===== src/rtl/pwr_ctrl_pkg.sv =====
package pwr_ctrl_pkg;

  typedef enum logic [1:0] {
    PS_RUN   = 2'd0,
    PS_HALT  = 2'd1,
    PS_SLEEP = 2'd2,
    PS_STAB  = 2'd3
  } pwr_state_t;

  // cycles spent waiting for the oscillator for a given terminal count
  function automatic int unsigned stab_span(input int unsigned tc);
    return tc + 1;
  endfunction

  // a state keeps the oscillator on unless it is deep sleep
  function automatic logic osc_needed(input pwr_state_t s);
    return (s != PS_SLEEP);
  endfunction

endpackage


===== src/rtl/pwr_wake_qual.sv =====
module pwr_wake_qual #(
  parameter int N_PORT = 4
) (
  input  logic              gie,
  input  logic [N_PORT-1:0] port_irq,
  input  logic [N_PORT-1:0] port_sel,
  input  logic [N_PORT-1:0] port_en,
  input  logic [N_PORT-1:0] port_nf_byp,
  output logic              port_wake
);

  logic [N_PORT-1:0] hit;

  // pure gating per port: no clocked filter stage in the wake path
  generate
    for (genvar i = 0; i < N_PORT; i++) begin : g_port
      assign hit[i] = port_irq[i] & port_sel[i] & port_en[i] & port_nf_byp[i];
    end
  endgenerate

  assign port_wake = gie & (|hit);

endmodule


===== src/rtl/pwr_stab_timer.sv =====
module pwr_stab_timer #(
  parameter int STAB_W = 12
) (
  input  logic              clk,
  input  logic              rst_n,
  input  logic              start,
  input  logic              run,
  input  logic [STAB_W-1:0] tc_in,
  output logic              done
);

  logic [STAB_W-1:0] cnt;
  logic [STAB_W-1:0] tc_q;

  always_ff @(posedge clk or negedge rst_n) begin
    if (!rst_n) begin
      cnt  <= '0;
      tc_q <= '0;
    end else if (start) begin
      cnt  <= '0;
      tc_q <= tc_in;
    end else if (run && !done) begin
      cnt <= cnt + 1'b1;
    end
  end

  assign done = run && (cnt == tc_q);


  count_bound_chk: assert property (@(posedge clk) disable iff (!rst_n)
    run |-> (cnt <= tc_q));


  tc_hold_chk: assert property (@(posedge clk) disable iff (!rst_n)
    (run && !start) |=> (start || $stable(tc_q)));

endmodule


===== src/rtl/pwr_state_fsm.sv =====
module pwr_state_fsm
  import pwr_ctrl_pkg::*;
(
  input  logic       clk,
  input  logic       rst_n,
  input  logic       cmd_halt,
  input  logic       cmd_sleep,
  input  logic       irq_any,
  input  logic       nmi,
  input  logic       port_wake,
  input  logic       stab_done,
  output pwr_state_t state,
  output logic       stab_start,
  output logic       cpu_clk_en,
  output logic       hosc_en,
  output logic       periph_clk_en,
  output logic       resume_pulse
);

  pwr_state_t nxt;
  logic       halt_wake;

  assign halt_wake  = irq_any | nmi | port_wake;
  assign stab_start = (state == PS_SLEEP) && port_wake;

  always_comb begin
    nxt = state;
    case (state)
      PS_RUN: begin
        if (cmd_sleep)     nxt = PS_SLEEP;
        else if (cmd_halt) nxt = PS_HALT;
      end
      PS_HALT:  if (halt_wake) nxt = PS_RUN;
      PS_SLEEP: if (port_wake) nxt = PS_STAB;
      PS_STAB:  if (stab_done) nxt = PS_RUN;
      default:  nxt = PS_RUN;
    endcase
  end

  // enables registered from the next state so they change with it, glitch free
  always_ff @(posedge clk or negedge rst_n) begin
    if (!rst_n) begin
      state         <= PS_RUN;
      cpu_clk_en    <= 1'b1;
      hosc_en       <= 1'b1;
      periph_clk_en <= 1'b1;
      resume_pulse  <= 1'b0;
    end else begin
      state         <= nxt;
      cpu_clk_en    <= (nxt == PS_RUN);
      hosc_en       <= osc_needed(nxt);
      periph_clk_en <= osc_needed(nxt);
      resume_pulse  <= (state != PS_RUN) && (nxt == PS_RUN);
    end
  end


  en_match_chk: assert property (@(posedge clk) disable iff (!rst_n)
    cpu_clk_en == (state == PS_RUN));


  halt_exit_chk: assert property (@(posedge clk) disable iff (!rst_n)
    (state == PS_HALT && halt_wake) |=> (state == PS_RUN && resume_pulse));


  sleep_hold_chk: assert property (@(posedge clk) disable iff (!rst_n)
    (state == PS_SLEEP && !port_wake) |=> (state == PS_SLEEP));


  resume_single_chk: assert property (@(posedge clk) disable iff (!rst_n)
    resume_pulse |=> !resume_pulse);


  sleep_prio_chk: assert property (@(posedge clk) disable iff (!rst_n)
    (state == PS_RUN && cmd_sleep) |=> (state == PS_SLEEP && !hosc_en));

endmodule


===== src/rtl/pwr_sleep_ctrl.sv =====
module pwr_sleep_ctrl
  import pwr_ctrl_pkg::*;
#(
  parameter int N_PORT = 4,
  parameter int STAB_W = 12
) (
  input  logic              clk,
  input  logic              rst_n,
  input  logic              cmd_halt,
  input  logic              cmd_sleep,
  input  logic              irq_any,
  input  logic              nmi,
  input  logic              gie,
  input  logic [N_PORT-1:0] port_irq,
  input  logic [N_PORT-1:0] port_sel,
  input  logic [N_PORT-1:0] port_en,
  input  logic [N_PORT-1:0] port_nf_byp,
  input  logic [STAB_W-1:0] stab_tc,
  output logic              cpu_clk_en,
  output logic              hosc_en,
  output logic              periph_clk_en,
  output logic              resume_pulse
);

  pwr_state_t state;
  logic       port_wake;
  logic       stab_start;
  logic       stab_done;
  logic       stab_run;

  assign stab_run = (state == PS_STAB);

  pwr_wake_qual #(.N_PORT(N_PORT)) u_qual (
    .gie         (gie),
    .port_irq    (port_irq),
    .port_sel    (port_sel),
    .port_en     (port_en),
    .port_nf_byp (port_nf_byp),
    .port_wake   (port_wake)
  );

  pwr_stab_timer #(.STAB_W(STAB_W)) u_timer (
    .clk   (clk),
    .rst_n (rst_n),
    .start (stab_start),
    .run   (stab_run),
    .tc_in (stab_tc),
    .done  (stab_done)
  );

  pwr_state_fsm u_fsm (
    .clk           (clk),
    .rst_n         (rst_n),
    .cmd_halt      (cmd_halt),
    .cmd_sleep     (cmd_sleep),
    .irq_any       (irq_any),
    .nmi           (nmi),
    .port_wake     (port_wake),
    .stab_done     (stab_done),
    .state         (state),
    .stab_start    (stab_start),
    .cpu_clk_en    (cpu_clk_en),
    .hosc_en       (hosc_en),
    .periph_clk_en (periph_clk_en),
    .resume_pulse  (resume_pulse)
  );


  stab_end_chk: assert property (@(posedge clk) disable iff (!rst_n)
    stab_done |=> (cpu_clk_en && resume_pulse));


  sleep_wake_chk: assert property (@(posedge clk) disable iff (!rst_n)
    stab_start |=> (hosc_en && periph_clk_en && !cpu_clk_en));

endmodule


===== config.mk =====
export PLATFORM = sky130hd
export DESIGN_NAME = pwr_sleep_ctrl
export DESIGN_NICKNAME = d
export VERILOG_FILES = /design/src/rtl/pwr_ctrl_pkg.sv /design/src/rtl/pwr_wake_qual.sv /design/src/rtl/pwr_stab_timer.sv /design/src/rtl/pwr_state_fsm.sv /design/src/rtl/pwr_sleep_ctrl.sv
export SDC_FILE = /design/constraint.sdc
export NUM_CORES = 1
export LEC_CHECK = 0
export BUFFER_PORTS_ARGS = -buffer_cell sky130_fd_sc_hd__clkbuf_2
export CAP_MARGIN = 20
export CORE_ASPECT_RATIO = 0.6
export CORE_MARGIN = 1.5
export CORE_UTILIZATION = 42
export CTS_CLUSTER_DIAMETER = 100
export CTS_CLUSTER_SIZE = 10
export DETAILED_ROUTE_END_ITERATION = 7
export HOLD_SLACK_MARGIN = 0.03
export PLACE_DENSITY = 0.73
export SLEW_MARGIN = 20
export SYNTH_ARGS = -nofsm -noshare
export SYNTH_HDL_FRONTEND = slang
export SYNTH_SLANG_ARGS = --single-unit
export TNS_END_PERCENT = 1

===== constraint.sdc =====
create_clock -name clk -period 3.6 [get_ports clk]
set_input_delay 0.54 -clock clk [delete_from_list [all_inputs] [get_ports clk]]
set_output_delay 0.54 -clock clk [all_outputs]
set_load 0.01 [all_outputs]

==> impl_metrics.env <==
export IMPL_status="finished, final reports clean"
export IMPL_crit_slowest_cell="o31ai_4"
export IMPL_critPathArrivalTime_ns=2.19
export IMPL_synth_enable_flop_cells=0
export IMPL_cts_made_buffers=5
export IMPL_report_power_total_mw=1.34
export IMPL_yosysWarningCount=0
export IMPL_top_post_synthesis_cells_by_area="dfrtp_1, nand2_1, xnor2_1"
export IMPL_post_route_drc_count=0
export IMPL_cts_setup_buffers=0
export IMPL_antenna_found_initial=0
export IMPL_vias_per_cell=5.09
export IMPL_slew_violations=0
export IMPL_clock_insertion_delay_worst_skew_ns=0.29
export IMPL_timing_fmax_mhz=498
export IMPL_cts_reportedPaths_clkPinSlew_ns=0.06
export IMPL_powerDensity_nw_per_um2=740
export IMPL_worst_setup_path_end_kind="flop"
export IMPL_worst_endpoint_required_ns=3.79
export IMPL_pin_count_of_the_biggest_net_entering_global_routing=30
export IMPL_mappedNetlistNets=197
export IMPL_finalHoldViolCount=0
export IMPL_globalRoute_totalOverflow=0
export IMPL_ant_nets=0
export IMPL_ff_latch_count_synth=29
export IMPL_slew_headroom=0.492
export IMPL_wire_length_of_the_first_global_routing_pass_mm=5.62
export IMPL_cts_hold_buf=0
export IMPL_drt_initial_drc_count=83
export IMPL_detail_route_first_pass_iterations=4
export IMPL_clock_sinks=29
export IMPL_htree_num_levels=2
export IMPL_finalCritPeriodShare=0.557
export IMPL_area_growth_syn_to_fin_pct=18.1
export IMPL_grt_setup_unrepaired="no"
export IMPL_cts_tree="built"
export IMPL_hold_path_class="in -> async"
export IMPL_post_route_min_period_ns=2.01
export IMPL_initial_core_util=0.455
export IMPL_die_x_um=80.9
export IMPL_port_buffers=38
export IMPL_path_cells="xnor2_1 -> nand4_1 -> o31ai_4 -> o311ai_0 -> o41ai_1"
export IMPL_gpl_final_weighted_congestion=0.796
export IMPL_postSynth_asyncResetShare=1.00
export IMPL_worstMarginPinSlew_ns=0.761
export IMPL_clock_tree_buffer_depth=2
export IMPL_ir_worst_vdd_v=0.000274
export IMPL_synth_main_ff_cell="dfrtp_1"
export IMPL_placeableCoreArea_sq_um=3360
export IMPL_yosys_cell_types_count=33
export IMPL_post_cts_resize_count=0
export IMPL_yosysTopAreaCellShare=0.442
export IMPL_vias=1248
export IMPL_drive_gt1_frac=0.260
export IMPL_placementRows=16
export IMPL_max_cap_violations=0
export IMPL_route_final_wire_length_mm=3.35
export IMPL_final_setup_skew_ns=0.00694
export IMPL_p_leak_nw=0.843
export IMPL_crit_path_max_incr_delay_ns=0.66
export IMPL_final_nets=235
export IMPL_critical_path_max_fanout=16
export IMPL_grt_util_all_layers=0.194
export IMPL_fin_setup_tns_ns=0
export IMPL_worstRegToRegCells=5
export IMPL_startpoint_type_of_the_worst_setup_path="flop"
export IMPL_area_of_the_mapped_netlist_sq_um=1530
export IMPL_boundary_pin_count=39
export IMPL_worst_setup_path_type="reg -> reg"
export IMPL_antenna_diode_count=0
export IMPL_cts_root_buf="clkbuf_8"
export IMPL_die_h_um=49.7
export IMPL_die_area_sq_um=4020
export IMPL_post_synth_cell_area_avg_sq_um=9.50
export IMPL_first_global_vias=1208
export IMPL_timing_final_setup_violations=0
export IMPL_syn_inst=161
export IMPL_synth_seq_area_share=0.476
export IMPL_detailedPlacementHpwl_mm=2.40
export IMPL_route_detailed_wl_per_inst_um=13.7
export IMPL_num_fill_cells=327
export IMPL_synth_top_area_cell="dfrtp_1"
## critical path: cells and delay by family (launching register included)
family           cells  cell delay (ns)
AO/OA/AOI/OAI        3             1.02
flip-flops           1             0.47
AND/OR/NAND/NOR      1             0.24
XOR/XNOR             1             0.17
## where the power goes
part           total, mW  internal, mW  switching (mW)
registers          0.631         0.466           0.165
logic              0.442         0.209           0.233
clock network      0.262         0.134           0.129
## cell usage after synthesis, types with 2 or more instances
master / number
a21oi_1: 2
buf_4: 3
mux2i_1: 4
o41ai_1: 2
and3_1: 2
o21ai_0: 3
nand4_1: 9
xnor2_1: 12
nand2_1: 48
o21a_1: 2
or3_1: 2
dfrtp_1: 27
dfstp_2: 2
nor2_1: 5
clkbuf_1: 2
nor4b_1: 2
buf_6: 2
nand3_1: 4
nor3_1: 4
o211ai_1: 4
o31a_2: 2
inv_1: 3
o31ai_1: 2
nor4_1: 3
o311ai_0: 2
## placed cells by master (no fill, tap or decap), types with 4 or more instances in the layout
cell type  Yosys  layout
nand2_1       48      48
clkbuf_2       0      38
dfrtp_1       27      27
xnor2_1       12      12
nand4_1        9       9
nor2_1         5       5
clkbuf_8       0       5
nor3_1         4       4
o211ai_1       4       4
nand3_1        4       4
mux2i_1        4       4
## cell families after synthesis
kind of cell               Yosys count  synth area share
DFF                                 29             0.476
and+or+nand+nor                     84             0.268
AOI/OAI and AO/OA                   21             0.111
muxes                                4            0.0262
buffers and inverters               10            0.0417
xor gates and xnor gates            12            0.0687
adders and majority gates            1           0.00818
## registers in the layout (all words and copies together), names as in the netlist
register            flops
u_timer.cnt            12
u_timer.tc_q           12
u_fsm.state             2
u_fsm.cpu_clk_en        1
u_fsm.hosc_en           1
u_fsm.resume_pulse      1
## through the flow
stage               instance area (sq um)  instances  setup WS (ns)  hold WS [ns]   util
floorplan                            1530        161           1.95         0.244      -
global placement                     1720        237           1.44         0.486  0.512
detailed placement                   1720        237           1.36         0.490  0.512
CTS                                  1810        245           1.63         0.310  0.537
global route                         1810        245           1.41         0.354  0.537
finish                               1810        245           1.59         0.286  0.537
## area by class of cell
cell class              instances  area (sq um)  share of cell area
flip-flops and latches         29           728               0.403
well taps                      45          56.3              0.0312
clock inverters                 2          10.0             0.00554
clock buffers                   6          72.6              0.0402
inverters                       3          11.3             0.00624
repair buffers                 38           190               0.105
multi-input cells             122           737               0.408
## final timing paths
path | startpoint | end | slack, ns
worst max-delay path | u_timer.cnt[2] | u_timer.cnt[8] | 1.59
worst min-delay path | rst_n | u_fsm.resume_pulse | 0.29
worst max register to register | u_timer.cnt[2] | u_timer.cnt[8] | 1.59
worst min register to register | u_timer.tc_q[7] | u_timer.tc_q[7] | 0.50
max in group asynchronous | rst_n | u_timer.tc_q[6] | 2.86
min in group clk | stab_tc[7] | u_timer.tc_q[7] | 0.44
## per-layer routing
layer	global-route usage	up-vias	routed length, um	part of all wire
met5	0	-	0	0
met4	0.0862	0	57	0.017
met3	0.0611	4	239	0.071
met2	0.250	37	1300	0.39
met1	0.291	559	1750	0.52
li1	-	648	-	-
No activity file was read; power rests on OpenSTA's default activity.
